File: src/rtl/tile_fit_pkg.sv
package tile_fit_pkg;

  typedef enum logic [1:0] {
    FIT_OK       = 2'b00,
    FIT_BAD_MODE = 2'b01,
    FIT_RANGE    = 2'b10
  } fit_status_e;

  typedef enum logic [2:0] {
    PH_IDLE = 3'd0,
    PH_DIMS = 3'd1,
    PH_MULT = 3'd2,
    PH_CMP  = 3'd3,
    PH_RESP = 3'd4
  } fit_phase_e;

  localparam int unsigned COL_BYTES_LOG = 6;

endpackage

File: src/rtl/tile_mode_decode.sv
module tile_mode_decode #(
  parameter int unsigned MODE_W  = 32,
  parameter int unsigned REV_W   = 16,
  parameter int unsigned NEW_REV = 'hC0
) (
  input  logic [MODE_W-1:0] mode_word,
  input  logic [REV_W-1:0]  rev_code,
  output logic [3:0]        exp_log,
  output logic              mode_bad
);
  localparam logic [MODE_W-1:0] HI_FIELD = MODE_W'('hF0);
  localparam logic [MODE_W-1:0] LO_FIELD = MODE_W'('h0F);

  logic use_hi;
  assign use_hi = (rev_code >= REV_W'(NEW_REV));

  always_comb begin
    if (use_hi) begin
      exp_log  = mode_word[7:4];
      mode_bad = |(mode_word & ~HI_FIELD);
    end else begin
      exp_log  = mode_word[3:0];
      mode_bad = |(mode_word & ~LO_FIELD);
    end
  end
endmodule

File: src/rtl/tile_grid_calc.sv
module tile_grid_calc
  import tile_fit_pkg::*;
#(
  parameter int unsigned STRIDE_W = 32,
  parameter int unsigned HEIGHT_W = 32,
  parameter int unsigned FOOT_W   = 64
) (
  input  logic [STRIDE_W-1:0] pitch,
  input  logic [HEIGHT_W-1:0] rows,
  input  logic [3:0]          exp_log,
  input  logic                old_family,
  output logic [FOOT_W-1:0]   cols_blk,
  output logic [FOOT_W-1:0]   rows_blk,
  output logic [4:0]          byte_shift
);
  localparam logic [FOOT_W-1:0] COL_ROUND = FOOT_W'((1 << COL_BYTES_LOG) - 1);

  logic [4:0]        blk_rows_log;
  logic [FOOT_W-1:0] row_round;

  assign blk_rows_log = 5'(exp_log) + (old_family ? 5'd2 : 5'd3);
  assign row_round    = (FOOT_W'(1) << blk_rows_log) - FOOT_W'(1);

  assign cols_blk   = (FOOT_W'(pitch) + COL_ROUND) >> COL_BYTES_LOG;
  assign rows_blk   = (FOOT_W'(rows) + row_round) >> blk_rows_log;
  assign byte_shift = blk_rows_log + 5'(COL_BYTES_LOG);
endmodule

File: src/rtl/tile_fit_check.sv
module tile_fit_check
  import tile_fit_pkg::*;
#(
  parameter int unsigned STRIDE_W = 32,
  parameter int unsigned HEIGHT_W = 32,
  parameter int unsigned MODE_W   = 32,
  parameter int unsigned FOOT_W   = 64,
  parameter int unsigned REV_W    = 16,
  parameter int unsigned NEW_REV  = 'hC0
) (
  input  logic                clk,
  input  logic                rst_n,
  input  logic                in_valid,
  output logic                in_ready,
  input  logic [STRIDE_W-1:0] in_stride,
  input  logic [HEIGHT_W-1:0] in_height,
  input  logic [MODE_W-1:0]   in_mode,
  input  logic [FOOT_W-1:0]   in_offset,
  input  logic [FOOT_W-1:0]   in_size,
  input  logic [REV_W-1:0]    in_rev,
  input  logic                in_old_family,
  output logic                out_valid,
  input  logic                out_ready,
  output logic [1:0]          out_status,
  output logic [FOOT_W-1:0]   out_footprint
);
  fit_phase_e phase_q, phase_d;

  // captured request
  logic [STRIDE_W-1:0] pitch_q;
  logic [HEIGHT_W-1:0] rows_q;
  logic [MODE_W-1:0]   mode_q;
  logic [FOOT_W-1:0]   offs_q, size_q;
  logic [REV_W-1:0]    rev_q;
  logic                oldf_q;

  // grid stage
  logic [FOOT_W-1:0] cols_d, rblk_d, cols_q, rblk_q;
  logic [4:0]        shift_d, shift_q;
  logic [3:0]        exp_d;
  logic              bad_d, bad_q, bad_m_q;

  // product and result stages
  logic [FOOT_W-1:0] foot_d, foot_q, res_foot_q;
  logic [FOOT_W:0]   end_addr;
  fit_status_e       res_stat_q, res_stat_d;

  logic take, give, en_req, en_dims, en_mult, en_cmp;

  assign take    = in_valid && (phase_q == PH_IDLE);
  assign give    = out_ready && (phase_q == PH_RESP);
  assign en_req  = take;
  assign en_dims = (phase_q == PH_DIMS);
  assign en_mult = (phase_q == PH_MULT);
  assign en_cmp  = (phase_q == PH_CMP);

  tile_mode_decode #(
    .MODE_W(MODE_W), .REV_W(REV_W), .NEW_REV(NEW_REV)
  ) u_decode (
    .mode_word(mode_q), .rev_code(rev_q), .exp_log(exp_d), .mode_bad(bad_d)
  );

  tile_grid_calc #(
    .STRIDE_W(STRIDE_W), .HEIGHT_W(HEIGHT_W), .FOOT_W(FOOT_W)
  ) u_grid (
    .pitch(pitch_q), .rows(rows_q), .exp_log(exp_d), .old_family(oldf_q),
    .cols_blk(cols_d), .rows_blk(rblk_d), .byte_shift(shift_d)
  );

  // next-state logic
  always_comb begin
    phase_d = phase_q;
    unique case (phase_q)
      PH_IDLE: if (take) phase_d = PH_DIMS;
      PH_DIMS: phase_d = PH_MULT;
      PH_MULT: phase_d = PH_CMP;
      PH_CMP:  phase_d = PH_RESP;
      PH_RESP: if (give) phase_d = PH_IDLE;
      default: phase_d = PH_IDLE;
    endcase
  end

  assign foot_d   = (cols_q * rblk_q) << shift_q;
  assign end_addr = {1'b0, foot_q} + {1'b0, offs_q};

  always_comb begin
    if (bad_m_q)                           res_stat_d = FIT_BAD_MODE;
    else if (end_addr > {1'b0, size_q})    res_stat_d = FIT_RANGE;
    else                                   res_stat_d = FIT_OK;
  end

  // registers
  always_ff @(posedge clk or negedge rst_n) begin
    if (!rst_n) phase_q <= PH_IDLE;
    else        phase_q <= phase_d;
  end

  always_ff @(posedge clk) begin
    if (en_req) begin
      pitch_q <= in_stride;
      rows_q  <= in_height;
      mode_q  <= in_mode;
      offs_q  <= in_offset;
      size_q  <= in_size;
      rev_q   <= in_rev;
      oldf_q  <= in_old_family;
    end
    if (en_dims) begin
      cols_q  <= cols_d;
      rblk_q  <= rblk_d;
      shift_q <= shift_d;
      bad_q   <= bad_d;
    end
    if (en_mult) begin
      foot_q  <= bad_q ? '0 : foot_d;
      bad_m_q <= bad_q;
    end
    if (en_cmp) begin
      res_stat_q <= res_stat_d;
      res_foot_q <= foot_q;
    end
  end

  assign in_ready      = (phase_q == PH_IDLE);
  assign out_valid     = (phase_q == PH_RESP);
  assign out_status    = res_stat_q;
  assign out_footprint = res_foot_q;
endmodule

File: config.mk
export PLATFORM = sky130hd
export DESIGN_NAME = tile_fit_check
export DESIGN_NICKNAME = d
export VERILOG_FILES = /design/src/rtl/tile_fit_pkg.sv /design/src/rtl/tile_mode_decode.sv /design/src/rtl/tile_grid_calc.sv /design/src/rtl/tile_fit_check.sv
export SDC_FILE = /design/constraint.sdc
export NUM_CORES = 2
export LEC_CHECK = 0
export BUFFER_PORTS_ARGS = -buffer_cell sky130_fd_sc_hd__buf_2
export CAP_MARGIN = 40
export CORE_ASPECT_RATIO = 1.5
export CORE_MARGIN = 5
export CORE_UTILIZATION = 50
export DETAILED_ROUTE_END_ITERATION = 16
export PLACE_DENSITY = 0.77
export SLEW_MARGIN = 20
export SYNTH_ARGS = -nofsm -noshare
export SYNTH_HDL_FRONTEND = slang
export SYNTH_HIERARCHICAL = 1
export SYNTH_SLANG_ARGS = --single-unit
File: constraint.sdc
create_clock -name clk -period 11.3 [get_ports clk]
set_clock_uncertainty 0.05 [all_clocks]
set_input_delay 0.565 -clock clk [delete_from_list [all_inputs] [get_ports clk]]
set_output_delay 0.565 -clock clk [all_outputs]
set_load 0.01 [all_outputs]
# After elaboration in Yosys (flattened, before gate mapping)
# Cells that the tools add are included.
[totals]
ff_bits = 503
inputBits = 245
out_inout_bits = 68
elab_cells = 47
[classes]
addsub = 6
n_mul = 1
magnitude_cmp = 2
n_eq_ne = 6
shift = 3
n_mux = 7
n_reduce_logical = 6
[op_table]
columns = ["op", "n"]
rows = [
  ["$add 64x64->65", 1],
  ["$gt 65x64->1", 1],
  ["$add 32x64->64", 1],
  ["$mul 58x64->64", 1],
  ["$shl 1x5->64 const A", 1],
  ["$shl 64x5->64", 1],
  ["$shr 64x5->64", 1],
  ["$sub 64x2->64 const B", 1],
  ["$reduce_or 28->1", 2],
  ["$add 32x6->33 const B", 1],
  ["$ge 16x8->1 const B", 1],
  ["$pmux 3 s5", 1],
  ["$eq 3x2->1 const B", 2],
  ["$mux 3", 2],
  ["$add 4x5->5", 1],
  ["$add 5x3->5 const B", 1],
  ["$mux 4", 1],
  ["$ne 2x1->1 const B", 2],
  ["$eq 3x1->1 const B", 1],
  ["$eq 3x3->1 const B", 1],
  ["$logic_not 3->1", 1],
  ["$logic_and 1x1->1", 2],
  ["$mux 1", 2],
  ["$mux 2", 1],
  ["$reduce_and 2->1", 1],
]

# Depth between registers and ports, before layout
[logic_depth]
word_depth = 7
ltp_mapped = 35
ltp_nobuf = 32

# Modules after synthesis
# Netlist, hierarchy kept.
[modules_own_cells]
columns = ["mod", "instances", "cells_each", "area_each_um2", "seq_area_each_um2"]
rows = [
  ["tile_fit_check", 1, 9000, 88049.4, 15269.6],
  ["tile_grid_calc", 1, 1037, 6638.9, 0.0],
  ["tile_mode_decode", 1, 21, 163.9, 0.0],
]

# Least setup slack after synthesis
# No wires, ideal clock.
[synth_timing]
path_type = "register to register"
startpoint = "register phase_q[1]"
endpoint = "register phase_q[1]"
setup_ps = 123
t_arrival_ps = 11013
required_ps = 11127
slack_ps = 114
stages_incl_launch_ff = 3
path_buffers = 0
path_cell_list = "dfrtp_1 -> nor3b_1 -> or2_2"
[synth_between]
elab_chain_cells = 4
[synth_lines]
columns = ["item", "line_no", "text"]
rows = [
  ["from (decl)", "tile_fit_check.sv:27", "fit_phase_e phase_q, phase_d;"],
  ["from (signal assigned)", "tile_fit_check.sv:95", "else phase_q <= phase_d;"],
  ["$eq 3x3->1 / $logic_not 3->1 (equally long branches)", "tile_fit_check.sv:51, tile_fit_check.sv:73, tile_fit_check.sv:50", ""],
  ["$logic_and 1x1->1, on equally long branches", "tile_fit_check.sv:51, tile_fit_check.sv:50", ""],
  ["$ne 2x1->1 (no source line)", "-", ""],
  ["$reduce_and 2->1 (no source line)", "-", ""],
]
# Parallel ways exist; a longest one is shown, timed or not.
# A chain may end at the register's enable or synchronous reset.

# Worst setup path in the final report
[layout_timing]
startpoint = "register rblk_q[5]"
endpoint = "register foot_q[63], data pin"
[layout_between]
elab_chain_cells = 2
[layout_lines]
columns = ["item", "line_no", "text"]
rows = [
  ["from (decl)", "tile_fit_check.sv:38", "logic [FOOT_W-1:0] cols_d, rblk_d, cols_q, rblk_q;"],
  ["from (signal assigned)", "tile_fit_check.sv:110", "rblk_q <= rblk_d;"],
  ["$mul 58x64->64", "tile_fit_check.sv:83", "assign foot_d = (cols_q * rblk_q) << shift_q;"],
  ["$shl 64x5->64", "tile_fit_check.sv:83", ""],
  ["to (signal assigned)", "tile_fit_check.sv:115", "foot_q <= bad_q ? '0 : foot_d;"],
  ["to (decl)", "tile_fit_check.sv:44", "logic [FOOT_W-1:0] foot_d, foot_q, res_foot_q;"],
]
# No other way between the ends.

==> results.py <==
metrics = {
    "synthesis": {
        "syn_inst": 10100,
        "syn_area_um2": 94700,
        "synth_area_per_cell_um2": 9.42,
        "yosys_warnings": 6,
    },
    "cts": {
        "cts.sinks": 503,
        "insertion_delay_ns": 0.73,
        "clock_path_buffers": 3,
        "cts_buffers": 53,
        "cts_max_level": 2,
        "cts-root-buf": "clkbuf_16",
        "clkSlewWorstSetupHoldPaths_ns": 0.07,
        "cts_tree": "yes",
    },
    "worst_setup_path": {
        "cp_slowest_cell": "edfxtp_1",
        "start_kind": "register",
        "critical_path.max_fanout": 10,
        "critPathCaptureType": "register",
        "reg2regPathDepth": 32,
        "setup.worst_path.start": "rblk_q[5]",
        "worstSetupPathType": "reg2reg",
        "reg2reg_from": "rblk_q[5]",
        "cp-endpoint": "foot_q[63]",
        "critical_path_required_ns": 11.63,
        "cp.arrival_ns": 11.41,
        "crit_path_frequent_cell": "fa_1",
        "rr_endpoint": "foot_q[63]",
        "critPathMaxStageDelay_ns": 0.96,
        "rrSetupSlack_ns": 0.22,
    },
    "global_routing": {
        "grt_pass1_wl_um": 488000,
        "antenna_found_initial": 20,
        "grt_max_degree": 135,
        "grt_pass1_vias": 82800,
        "grt-ovfl-total": 0,
        "grt_util_all_layers_pct": 32.9,
    },
    "routing": {
        "met2_length_um": 157000,
        "first_iter_violations": 6409,
        "wl_met3_um": 28800,
        "vias": 75200,
        "detail_route.wl_per_cell_um": 25.0,
        "route.detailed.drc": 0,
        "drtAntennaViolNets": 0,
        "wl_um": 323000,
        "via_per_inst": 5.81,
        "dr.max_layer_used": "met5",
        "drt_first_pass_iters": 8,
        "wl_met1_um": 96600,
    },
    "timing": {
        "fin_crit_ns": 11.08,
        "setup_violations": 0,
        "finalHoldViolCount": 0,
        "finalSetupTns_ns": 0,
        "max_slew_margin_pct": 17.7,
        "period_share_pct": 98.1,
        "worstMarginPinSlew_ns": 1.23,
        "rsz0062_at_grt": "false",
        "final_max_slew_viol_count": 0,
        "fmax_mhz": 90.2,
    },
    "floorplanning": {
        "dieArea_um2": 198000,
        "core-area_um2": 188000,
        "start_util_pct": 50.3,
        "io_pins": 313,
        "rows": 195,
        "die_y_um": 543,
        "die_x_um": 365,
    },
    "finish": {
        "fin_area_um2": 104000,
        "layout-drive-gt1-share_pct": 9.02,
        "fillers": 16100,
        "nets": 13000,
        "syn_to_final_growth_pct": 10.3,
    },
    "placement": {
        "place_congestion": 1.02,
        "placed_area_um2": 100000,
        "port_buffers": 306,
        "hpwlAfterDp_um": 254000,
    },
    "status": {
        "status": "finished, final reports clean",
    },
    "flow_run": {
        "max_cap_viol_count": 0,
    },
    "hold_path": {
        "min_path_type": "in2reg",
    },
}
-- registers in the layout (all words and copies together) (netlist names) --
signal / flops
offs_q: 64
pitch_q: 32
oldf_q: 1
shift_q: 5
out_footprint: 64
bad_q: 1
rows_q: 32
foot_q: 64
mode_q: 32
rev_q: 10
out_status: 2
cols_q: 64
rblk_q: 64
size_q: 64
bad_m_q: 1
phase_q: 3
-- area by class of cell --
class | instances | area, um^2 | area share [%]
clock buffers | 59 | 1350 | 1.29
flip-flops and latches | 503 | 15100 | 14.5
repair buffers | 882 | 7100 | 6.80
clock inverters | 40 | 443 | 0.424
inverters | 2148 | 8060 | 7.72
well taps | 2462 | 3080 | 2.95
multi-input cells | 6824 | 69200 | 66.3
diodes | 16 | 40.0 | 0.0384
-- layer usage --
metal / up-vias / global-route usage (%)
met5: - / 0
met4: 12 / 31.3
met3: 1821 / 7.22
met2: 4599 / 56.5
met1: 37300 / 32.7
li1: 31400 / -
-- worst max-delay path, delay by kind of cell (launching register included) --
kind,cells,cell delay (ns)
flip-flops,1,0.96
XOR/XNOR,1,0.20
buffers and inverters,9,1.21
adder cells (fa/ha/maj),11,5.50
AND/OR/NAND/NOR,2,0.24
AO/OA/AOI/OAI,9,2.58
-- through the flow --
| stage | std cells | util [%] | setup slack, ns | hold WS [ns] |
|---|---|---|---|---|
| floorplan | 10100 | - | 0.114 | 0.219 |
| global placement | 12600 | 53.0 | 0.265 | 0.310 |
| detailed placement | 12600 | 53.2 | 0.455 | 0.319 |
| CTS | 12900 | 55.3 | 0.343 | 0.00104 |
| global route | 12900 | 55.4 | 0.0205 | 0.0116 |
| finish | 12900 | 55.4 | 0.219 | 0.0192 |
-- cells in the final DEF, fill, tap and decap left out, types with 25 or more instances in the layout --
cell type	instances
inv_1	2142
fa_1	1833
nand2_1	1499
and2_1	886
ha_1	504
edfxtp_1	500
buf_2	310
buf_4	300
a21oi_1	246
nor2_1	232
xnor2_1	203
dlygate4sd3_1	201
o21ai_0	167
a21o_1	107
nand3_1	87
mux2i_1	79
xor2_1	77
nand4_1	60
mux4_2	54
clkbuf_16	53
nor3_1	52
a211oi_1	46
conb_1	45
a31oi_1	44
mux2_2	36
buf_12	35
nand2b_1	34
o21a_1	34
nor4_1	31
o211ai_1	30
buf_8	28
or3_1	27
o22ai_1	27
o21bai_1	26
and3_1	25
-- worst min-delay path by stage --
| stage | start | to | slack [ns] | depth (start not counted) |
|---|---|---|---|---|
| 6_report | in_size[23] | size_q[23] | 0.02 | 1 |
| 2_1_floorplan | rst_n | phase_q[0] | 0.22 | 0 |
| 3_5_place_dp | rst_n | phase_q[1] | 0.32 | 1 |
| 3_3_place_gp | rst_n | phase_q[2] | 0.31 | 1 |
| 4_1_cts | in_size[3] | size_q[3] | 0.001 | 1 |
| 5_1_grt | in_size[37] | size_q[37] | 0.01 | 1 |
-- repair_timing --
item / in CTS / in global routing
resized for setup: 0 / 2
setup buffers: 0 / 4
setup endpoints to repair: 0 / 18
hold buffers: 201 / 0
endpoints found under the hold margin: 203 / 0
Power is left out: the tool's default activity adds up to more than one toggle a clock period on the data nets, which glitch-free logic cannot reach.
